--- src/rtl/split_bus_pkg.sv ---
package split_bus_pkg;
  localparam int unsigned BYTE_W = 8;
  localparam int unsigned LANES  = 2;

  typedef logic [BYTE_W-1:0] byte_t;

  // bit 0: even bank (low lane), bit 1: odd bank (high lane)
  typedef enum logic [1:0] {
    LN_NONE = 2'b00,
    LN_EVEN = 2'b01,
    LN_ODD  = 2'b10,
    LN_BOTH = 2'b11
  } lane_e;

  // which banks a bus cycle enables
  function automatic lane_e pick_lanes(logic active, logic whole, logic cyc_odd);
    if (!active) return LN_NONE;
    if (whole)   return LN_BOTH;
    return cyc_odd ? LN_ODD : LN_EVEN;
  endfunction

  // byte offered by the core for a single-lane write cycle
  function automatic byte_t core_byte(logic [LANES*BYTE_W-1:0] data,
                                      logic split, logic second, logic hi_sel);
    logic take_hi;
    take_hi = split ? second : hi_sel;
    return take_hi ? data[BYTE_W +: BYTE_W] : data[0 +: BYTE_W];
  endfunction
endpackage

--- src/rtl/sbs_phase_ctl.sv ---
module sbs_phase_ctl (
  input  logic clk,
  input  logic rst_n,
  input  logic req_valid,
  input  logic is_split,
  output logic ph2,
  output logic split_first,
  output logic last_cycle
);
  assign split_first = req_valid && is_split && !ph2;
  assign last_cycle  = req_valid && !split_first;

  always_ff @(posedge clk or negedge rst_n) begin
    if (!rst_n) ph2 <= 1'b0;
    else        ph2 <= split_first;
  end

  // the core keeps its request during the second split cycle
  AST_PH2_HELD: assert property (@(posedge clk) disable iff (!rst_n)
    ph2 |-> req_valid);
endmodule

--- src/rtl/sbs_lane_plan.sv ---
module sbs_lane_plan
  import split_bus_pkg::*;
#(
  parameter int unsigned ADDR_W = 20
) (
  input  logic              clk,
  input  logic              rst_n,
  input  logic              req_valid,
  input  logic [ADDR_W-1:0] req_addr,
  input  logic              req_word,
  input  logic              ph2,
  output logic              whole,
  output logic              cyc_odd,
  output logic [ADDR_W-2:0] waddr,
  output logic              a0,
  output logic              bhe_n
);
  logic [ADDR_W-1:0] cyc_addr;
  lane_e             lanes;

  function automatic logic [ADDR_W-1:0] step_addr(logic [ADDR_W-1:0] a);
    return a + ADDR_W'(1);   // natural wrap at the top of the space
  endfunction

  assign whole    = req_word && !req_addr[0];
  assign cyc_addr = ph2 ? step_addr(req_addr) : req_addr;
  assign cyc_odd  = cyc_addr[0];
  assign lanes    = pick_lanes(req_valid, whole, cyc_odd);
  assign waddr    = cyc_addr[ADDR_W-1:1];
  assign a0       = !lanes[0];
  assign bhe_n    = !lanes[1];

  AST_SOME_BANK: assert property (@(posedge clk) disable iff (!rst_n)
    req_valid |-> !(a0 && bhe_n));
  AST_TOP_WRAP: assert property (@(posedge clk) disable iff (!rst_n)
    (ph2 && $past(a0) && ($past(waddr) == {(ADDR_W-1){1'b1}})) |-> (waddr == '0));
endmodule

--- src/rtl/sbs_wr_steer.sv ---
module sbs_wr_steer
  import split_bus_pkg::*;
#(
  parameter int unsigned DATA_W = 16
) (
  input  logic              clk,
  input  logic              rst_n,
  input  logic              req_valid,
  input  logic              req_write,
  input  logic [DATA_W-1:0] req_wdata,
  input  logic              req_hi_sel,
  input  logic              is_split,
  input  logic              ph2,
  input  logic              whole,
  output logic [DATA_W-1:0] dout
);
  localparam int unsigned NLANE = DATA_W / BYTE_W;

  byte_t sel_byte;
  assign sel_byte = core_byte(req_wdata, is_split, ph2, req_hi_sel);

  for (genvar g = 0; g < NLANE; g++) begin : g_lane
    assign dout[g*BYTE_W +: BYTE_W] = whole ? req_wdata[g*BYTE_W +: BYTE_W] : sel_byte;
  end

  AST_LANE_COPY: assert property (@(posedge clk) disable iff (!rst_n)
    (req_valid && req_write && !whole) |->
      (dout[DATA_W-1 -: BYTE_W] == dout[BYTE_W-1:0]));
endmodule

--- src/rtl/sbs_rd_assemble.sv ---
module sbs_rd_assemble
  import split_bus_pkg::*;
#(
  parameter int unsigned DATA_W = 16
) (
  input  logic              clk,
  input  logic              rst_n,
  input  logic [DATA_W-1:0] din,
  input  logic              cyc_odd,
  input  logic              whole,
  input  logic              split_first,
  input  logic              ph2,
  input  logic              req_hi_sel,
  input  logic              req_write,
  input  logic              last_cycle,
  output logic [DATA_W-1:0] rdata
);
  byte_t lane_byte;
  byte_t held_lo;

  assign lane_byte = cyc_odd ? din[DATA_W-1 -: BYTE_W] : din[BYTE_W-1:0];

  always_ff @(posedge clk or negedge rst_n) begin
    if (!rst_n)           held_lo <= '0;
    else if (split_first) held_lo <= lane_byte;
  end

  always_comb begin
    rdata = '0;
    if (last_cycle && !req_write) begin
      if (whole)           rdata = din;
      else if (ph2)        rdata = {lane_byte, held_lo};
      else if (req_hi_sel) rdata = {lane_byte, byte_t'(0)};
      else                 rdata = {byte_t'(0), lane_byte};
    end
  end

  AST_HOLD_KEPT: assert property (@(posedge clk) disable iff (!rst_n)
    $rose(ph2) |-> (held_lo == $past(lane_byte)));
endmodule

--- src/rtl/split_bus_seq.sv ---
module split_bus_seq
  import split_bus_pkg::*;
#(
  parameter int unsigned ADDR_W = 20,
  parameter int unsigned DATA_W = LANES * BYTE_W
) (
  input  logic              clk,
  input  logic              rst_n,
  input  logic              req_valid,
  output logic              req_ready,
  input  logic [ADDR_W-1:0] req_addr,
  input  logic              req_word,
  input  logic              req_write,
  input  logic              req_hi_sel,
  input  logic [DATA_W-1:0] req_wdata,
  output logic [DATA_W-1:0] rsp_rdata,
  output logic [ADDR_W-2:0] bus_waddr,
  output logic              bus_a0,
  output logic              bus_bhe_n,
  output logic              bus_cyc,
  output logic              bus_we,
  output logic [DATA_W-1:0] bus_dout,
  input  logic [DATA_W-1:0] bus_din
);
  logic is_split, ph2, split_first, last_cycle;
  logic whole, cyc_odd;

  assign is_split = req_word && req_addr[0];

  sbs_phase_ctl u_phase (
    .clk(clk), .rst_n(rst_n), .req_valid(req_valid), .is_split(is_split),
    .ph2(ph2), .split_first(split_first), .last_cycle(last_cycle)
  );

  sbs_lane_plan #(.ADDR_W(ADDR_W)) u_plan (
    .clk(clk), .rst_n(rst_n), .req_valid(req_valid), .req_addr(req_addr),
    .req_word(req_word), .ph2(ph2), .whole(whole), .cyc_odd(cyc_odd),
    .waddr(bus_waddr), .a0(bus_a0), .bhe_n(bus_bhe_n)
  );

  sbs_wr_steer #(.DATA_W(DATA_W)) u_wr (
    .clk(clk), .rst_n(rst_n), .req_valid(req_valid), .req_write(req_write),
    .req_wdata(req_wdata), .req_hi_sel(req_hi_sel), .is_split(is_split),
    .ph2(ph2), .whole(whole), .dout(bus_dout)
  );

  sbs_rd_assemble #(.DATA_W(DATA_W)) u_rd (
    .clk(clk), .rst_n(rst_n), .din(bus_din), .cyc_odd(cyc_odd), .whole(whole),
    .split_first(split_first), .ph2(ph2), .req_hi_sel(req_hi_sel),
    .req_write(req_write), .last_cycle(last_cycle), .rdata(rsp_rdata)
  );

  assign req_ready = last_cycle;
  assign bus_cyc   = req_valid;
  assign bus_we    = req_valid && req_write;

  AST_READY_IN_CYCLE: assert property (@(posedge clk) disable iff (!rst_n)
    req_ready |-> bus_cyc);
  AST_IDLE_QUIET: assert property (@(posedge clk) disable iff (!rst_n)
    !req_valid |-> (!req_ready && !bus_we && bus_a0 && bus_bhe_n));
  AST_SPLIT_OPENS_HIGH: assert property (@(posedge clk) disable iff (!rst_n)
    $rose(ph2) |-> ($past(bus_a0) && !$past(bus_bhe_n) && !$past(req_ready)));
  AST_SPLIT_CLOSES_LOW: assert property (@(posedge clk) disable iff (!rst_n)
    ph2 |-> (!bus_a0 && bus_bhe_n && req_ready));
endmodule

--- config.mk ---
export PLATFORM = sky130hd
export DESIGN_NAME = split_bus_seq
export DESIGN_NICKNAME = d
export VERILOG_FILES = /design/src/rtl/split_bus_pkg.sv /design/src/rtl/sbs_phase_ctl.sv /design/src/rtl/sbs_lane_plan.sv /design/src/rtl/sbs_wr_steer.sv /design/src/rtl/sbs_rd_assemble.sv /design/src/rtl/split_bus_seq.sv
export SDC_FILE = /design/constraint.sdc
export NUM_CORES = 1
export LEC_CHECK = 0
export BUFFER_PORTS_ARGS = -buffer_cell sky130_fd_sc_hd__buf_2
export CAP_MARGIN = 30
export CORE_MARGIN = 5
export CORE_UTILIZATION = 40
export CTS_CLUSTER_SIZE = 25
export DETAILED_ROUTE_END_ITERATION = 10
export PLACE_DENSITY = 0.81
export SYNTH_ARGS = -nofsm -noshare
export SYNTH_HDL_FRONTEND = slang
export SYNTH_SLANG_ARGS = --single-unit
--- constraint.sdc ---
create_clock -name clk -period 1.9 [get_ports clk]
set_clock_uncertainty 0.05 [all_clocks]
set_input_delay 0.285 -clock clk [delete_from_list [all_inputs] [get_ports clk]]
set_output_delay 0.285 -clock clk [all_outputs]
set_load 0.02 [all_outputs]
[Word level (Yosys, flattened, before mapping)]
Cells that the tools add are included.
Operators by class
  $add $sub $neg: 1
  mux-type cells: 17
  reductions and logical operators: 13
Operator list (number)
  $mux 16: 4
  $mux 8: 4
  $add 20x1->20 const B: 1
  $mux 20: 1
  $mux 2: 5
  $logic_and 1x1->1: 7
  $logic_not 1->1: 6
  $mux 1: 3
Word-level totals
  flip-flop bits (word level): 9
  input bits: 58
  output and inout bits: 56
  logic and storage cells: 33

[Longest topological paths before layout]
  depth after elaboration: 7
  gate-level depth with buffers: 6
  mapped depth without buffers: 5

[By module]
From an unflattened synthesis, not the netlist that was laid out.
Second synthesis, totals
  cell total of the unflattened synthesis: 152
  area total of the unflattened synthesis: 1483.9 um2
Modules (own cells, without submodules)
  sbs_rd_assemble: times used 1, cells an instance 71, area each 772.0 um2
  sbs_lane_plan: times used 1, cells an instance 54, area each 404.1 um2
  sbs_wr_steer: times used 1, cells an instance 20, area each 245.2 um2
  sbs_phase_ctl: times used 1, cells an instance 4, area each 42.5 um2
  split_bus_seq: times used 1, cells an instance 3, area each 20.0 um2

[Worst setup path before layout]
No wires, ideal clock.
  kind: input port to output port
  start: input req_addr[0]
  end: output rsp_rdata[5]
  arrival time: 1.346 ns
  required time: 1.565 ns
  setup slack: 0.219 ns
  stages on the path: 6
  path buffers: 2
  cell sequence: buf_6 > nor2b_4 > nand2_1 > nand3b_2 > buf_4 > a21oi_1
On the way
  cells in the longest elaborated chain, start to end: 7
  elaborated cells on any way between the ends: 15
  those cells by class: add/sub (1); mux (6); reduce/logical (8)
Ends and longest elaborated chain
  from (decl): line split_bus_seq.sv:11  | input logic [ADDR_W-1:0] req_addr,
  $add 20x1->20 or $logic_and 1x1->1 (tied branches): line sbs_lane_plan.sv:22, split_bus_seq.sv:28
  $mux 20 or $logic_and 1x1->1 (tied branches): line sbs_lane_plan.sv:26, sbs_phase_ctl.sv:10
  $mux 8 or $logic_and 1x1->1 (tied branches): line sbs_rd_assemble.sv:21, sbs_phase_ctl.sv:10
  $mux 16 or $logic_not 1->1 (tied branches): line sbs_rd_assemble.sv:33, sbs_phase_ctl.sv:11
  $mux 16 or $logic_and 1x1->1 (tied branches): line sbs_rd_assemble.sv:32, sbs_phase_ctl.sv:11
  $mux 16 or $logic_and 1x1->1 (tied branches): line sbs_rd_assemble.sv:31, sbs_rd_assemble.sv:30
  $mux 16 (*): line sbs_rd_assemble.sv:30  | if (last_cycle && !req_write) begin
  to (decl): line split_bus_seq.sv:16  | output logic [DATA_W-1:0] rsp_rdata,
Mark *: on every way between the ends. The rest lies on a longest branch, timed or not.

[Worst setup path after layout]
  start: register u_phase.ph2
  end: output bus_dout[8]
On the way
  cells in the longest elaborated chain, start to end: 3
Ends and longest elaborated chain
  from (decl): line sbs_phase_ctl.sv:6  | output logic ph2,
  from (signal assigned): line sbs_phase_ctl.sv:15  | else ph2 <= split_first;
  $mux 1: line split_bus_pkg.sv:26  | take_hi = split ? second : hi_sel;
  $mux 8: line split_bus_pkg.sv:27  | return take_hi ? data[BYTE_W +: BYTE_W] : data[0 +: BYTE_W];
  $mux 8: line sbs_wr_steer.sv:23  | assign dout[g*BYTE_W +: BYTE_W] = whole ? req_wdata[g*BYTE_W +: BYTE_W] : sel_byte;
  to (decl): line split_bus_seq.sv:22  | output logic [DATA_W-1:0] bus_dout,
Every way passes these cells.

==> impl_results.rst <==
.. list-table::
   :header-rows: 1

   * - Metric
     - Value
   * - Worst hold path type
     - input pin to flip-flop
   * - Flop and latch count out of synthesis
     - 9
   * - Family with the most delay on the worst path
     - flip-flops
   * - CP Buf/Inv Count
     - 2
   * - Count of flip-flops with a built-in enable after synthesis
     - 0
   * - Initial standard-cell utilization of the core
     - 0.406
   * - Fraction of final layout cells sized beyond drive strength 1
     - 0.638
   * - Max-cap violations
     - 0
   * - Placeable core region
     - 3580 sq um
   * - Post-Syn Area per Cell
     - 8.36 sq um
   * - Synthesized netlist net count
     - 233
   * - Fmax
     - 0.487 GHz
   * - Remaining antenna violation count
     - 0
   * - Remaining design rule violation count
     - 0
   * - CTS buffer count
     - 3
   * - Width of the chip
     - 70.3 um
   * - Sum of negative setup slack
     - -3840 ps
   * - Number of clock sinks seen by CTS
     - 9
   * - Filler cells
     - 293
   * - Critical Path Max Stage Delay
     - 420 ps
   * - Master of the slowest instance on the critical path
     - sky130_fd_sc_hd__dfrtp_2
   * - RSZ-0062 raised after global routing
     - yes
   * - Full die area
     - 4940 sq um
   * - Main flop type after synthesis
     - sky130_fd_sc_hd__dfrtp_1
   * - TritonCTS clock tree
     - built
   * - Required time at the endpoint of the critical path
     - 1560 ps
   * - Synth Warn #
     - 0
   * - Number of vias per cell
     - 5.27
   * - GR Util All Layers
     - 0.194
   * - Final hold violation count
     - 0
   * - Critical path fanouts, max
     - 8
   * - Clock period minus final worst setup slack
     - 2050 ps
   * - Antenna cells
     - 0
   * - CTS Root Cell
     - sky130_fd_sc_hd__clkbuf_4
   * - Fin. max-slew vios
     - 0
   * - Transition time at the pin with the least slew margin
     - 395 ps
   * - Input/output buffers
     - 113
   * - Setup Viol. Count Final
     - 41
   * - Via Count
     - 1824
   * - Placed insts
     - 333
   * - Path type of the worst setup path
     - flip-flop to output port
   * - Clock latency on the worst-skew pair
     - 270 ps
   * - Post-route fraction of the period consumed by the critical path
     - 1.08
   * - Nature of the critical path endpoint
     - output port
   * - Post-synthesis sequential area ratio
     - 0.155
   * - Post-Route WL
     - 5250 um
   * - I/O pins
     - 114
   * - Failing checks
     - setup timing
   * - First-pass iteration count of the detailed router
     - 4
   * - Synth async-reset ratio
     - 1.00
   * - Vertical die dimension
     - 70.3 um
   * - H-tree levels
     - 1
   * - Routability congestion estimate from global placement
     - 0.898
   * - Global-route wire length before repair
     - 8160 um
   * - Cell area power density
     - 403 nW/um^2
   * - CP arrival
     - 1720 ps
   * - Number of antenna violations at the first check in global routing
     - 0
   * - PnR worst setup slack
     - -154 ps
   * - Count of non-filler cells in the finished layout
     - 346
   * - Count of standard-cell rows
     - 22
   * - Avg WL per Cell
     - 15.2 um
   * - GR Overflow Total
     - 0
   * - Total Nets Final
     - 358
   * - Buffers from clock root to sink, at most
     - 2
   * - Slew headroom
     - 0.736
   * - Initial drt markers
     - 47
   * - Post-Syn Instances
     - 174
   * - Run status
     - finished, violations left
   * - Startpoint type of the worst setup path
     - flip-flop
   * - Reg clk slew, reported paths
     - 70 ps
   * - Vias in the first global route
     - 1706
   * - Post-synth design cell area
     - 1450 sq um
   * - Pin count of the biggest net entering global routing
     - 15
   * - Unique cell type count in the Yosys netlist
     - 39
   * - Final HPWL from detailed placement
     - 3850 um
   * - Leak Pwr
     - 1.23 nW
   * - Cells along the critical path
     - buf_4 -> nor2b_4 -> nand2_2 -> o21ai_4 -> mux2_4 -> buf_6
   * - Peak VDD IR
     - 466 uV
   * - Area Growth Syn to Fin
     - 76.4%
-- registers in the layout, indices dropped and copies added, names as in the netlist --
register	cells
u_rd.held_lo	8
u_phase.ph2	1
-- final cells by class --
class                   count  area (sq um)  area share
well taps                  48          60.1      0.0234
repair buffers            130           931       0.363
multi-input cells         153          1310       0.512
inverters                   2          7.51     0.00293
clock inverters             1          5.00     0.00195
flip-flops and latches      9           226      0.0883
clock buffers               3          22.5     0.00878
-- report_power, final --
group	switching (W)	internal [W]	leakage [nW]
clock	0.0000711	0.0000777	0.0177
sequential	0.0000284	0.000228	0.107
combinational	0.000312	0.000316	1.11
-- metrics by stage --
stage                     area, sq um  setup slack [ps]  utilization  total power (W)  hold slack, ps
after floorplan                  1450               219            -         0.000559           -60.6
after global placement           2080              14.2        0.581         0.000744            92.6
after detailed placement         2080              21.2        0.581         0.000752            95.5
after CTS                        2450              -131        0.685          0.00101             234
after global routing             2560              -235        0.717          0.00109             244
final                            2560              -154        0.717          0.00103             243
-- per-layer routing --
| metal | vias to the layer above | share of wire | routed length (um) | GRT usage |
|---|---|---|---|---|
| li1 | 883 | - | - | - |
| met1 | 853 | 0.40 | 2100 | 0.232 |
| met2 | 82 | 0.51 | 2670 | 0.343 |
| met3 | 6 | 0.084 | 443 | 0.0547 |
| met4 | 0 | 0.0080 | 42 | 0.0362 |
| met5 | - | 0 | 0 | 0 |
-- final timing paths --
path | start | to | slack [ps] | cells past startpoint
max in group asynchronous | rst_n | u_phase.ph2$_DFF_PN0_ | 1260 | 2
max | u_phase.ph2$_DFF_PN0_ | bus_dout[8] | -150 | 6
min | bus_din[15] | u_rd.held_lo[7]$_DFFE_PN0P_ | 240 | 2
min in group asynchronous | rst_n | u_rd.held_lo[3]$_DFFE_PN0P_ | 350 | 2
max reg2reg | u_phase.ph2$_DFF_PN0_ | u_rd.held_lo[6]$_DFFE_PN0P_ | 340 | 5
min reg2reg | u_rd.held_lo[7]$_DFFE_PN0P_ | u_rd.held_lo[7]$_DFFE_PN0P_ | 480 | 1
-- cell usage after synthesis (all sizes together) (2+ instances only) --
library cell | count | area, sq um
xnor2 | 15 | 131
nand4 | 5 | 31.3
a22oi | 15 | 113
nand3b | 4 | 33.8
and4 | 2 | 17.5
nor2 | 13 | 48.8
nand2b | 7 | 51.3
o21ai | 7 | 46.3
nor3 | 3 | 37.5
and2 | 3 | 18.8
nand2 | 23 | 88.8
a21oi | 9 | 60.1
nand3 | 9 | 62.6
buf | 10 | 72.6
inv | 2 | 7.50
mux2 | 25 | 282
xor2 | 3 | 26.3
dfrtp | 9 | 225
and3 | 2 | 12.5
-- repair_timing --
action                                 in CTS  in global routing
endpoints found under the hold margin       9                  0
pin swaps                                  10                  7
setup buffers                               6                  1
resized for setup                          84                 21
hold buffers                                1                  0
setup endpoints to repair                  44                 46
gates cloned                                0                  1
-- cells in the final DEF, fill, tap and decap left out, types with 2 or more instances in the layout --
master and n:
sky130_fd_sc_hd__a21oi_4 2, sky130_fd_sc_hd__a21oi_1 4, sky130_fd_sc_hd__nand2b_1 6, sky130_fd_sc_hd__buf_4 36
sky130_fd_sc_hd__nand3_4 2, sky130_fd_sc_hd__mux2_4 16, sky130_fd_sc_hd__a22oi_1 14, sky130_fd_sc_hd__nor2_2 2
sky130_fd_sc_hd__nor3_4 2, sky130_fd_sc_hd__buf_12 2, sky130_fd_sc_hd__o21ai_0 6, sky130_fd_sc_hd__nand3b_1 3
sky130_fd_sc_hd__a21oi_2 3, sky130_fd_sc_hd__buf_2 69, sky130_fd_sc_hd__nand2_2 3, sky130_fd_sc_hd__nand4_1 5
sky130_fd_sc_hd__nand3_2 4, sky130_fd_sc_hd__nand2_1 20, sky130_fd_sc_hd__nand3_1 3, sky130_fd_sc_hd__xnor2_1 13
sky130_fd_sc_hd__xor2_1 3, sky130_fd_sc_hd__dfrtp_1 8, sky130_fd_sc_hd__and4_1 2, sky130_fd_sc_hd__nor2_1 11
sky130_fd_sc_hd__mux2_2 9, sky130_fd_sc_hd__clkbuf_4 3, sky130_fd_sc_hd__and2_1 3, sky130_fd_sc_hd__xnor2_2 2
sky130_fd_sc_hd__and3_1 2, sky130_fd_sc_hd__buf_6 20
-- logic make-up after synthesis --
family / share of synthesized area
compound gates: 0.188
simple gates: 0.292
fa+ha+maj: 0.00860
xor+xnor: 0.108
flops: 0.155
buf+inv: 0.0551
mux: 0.194
Power figures use the tool's default switching activity.
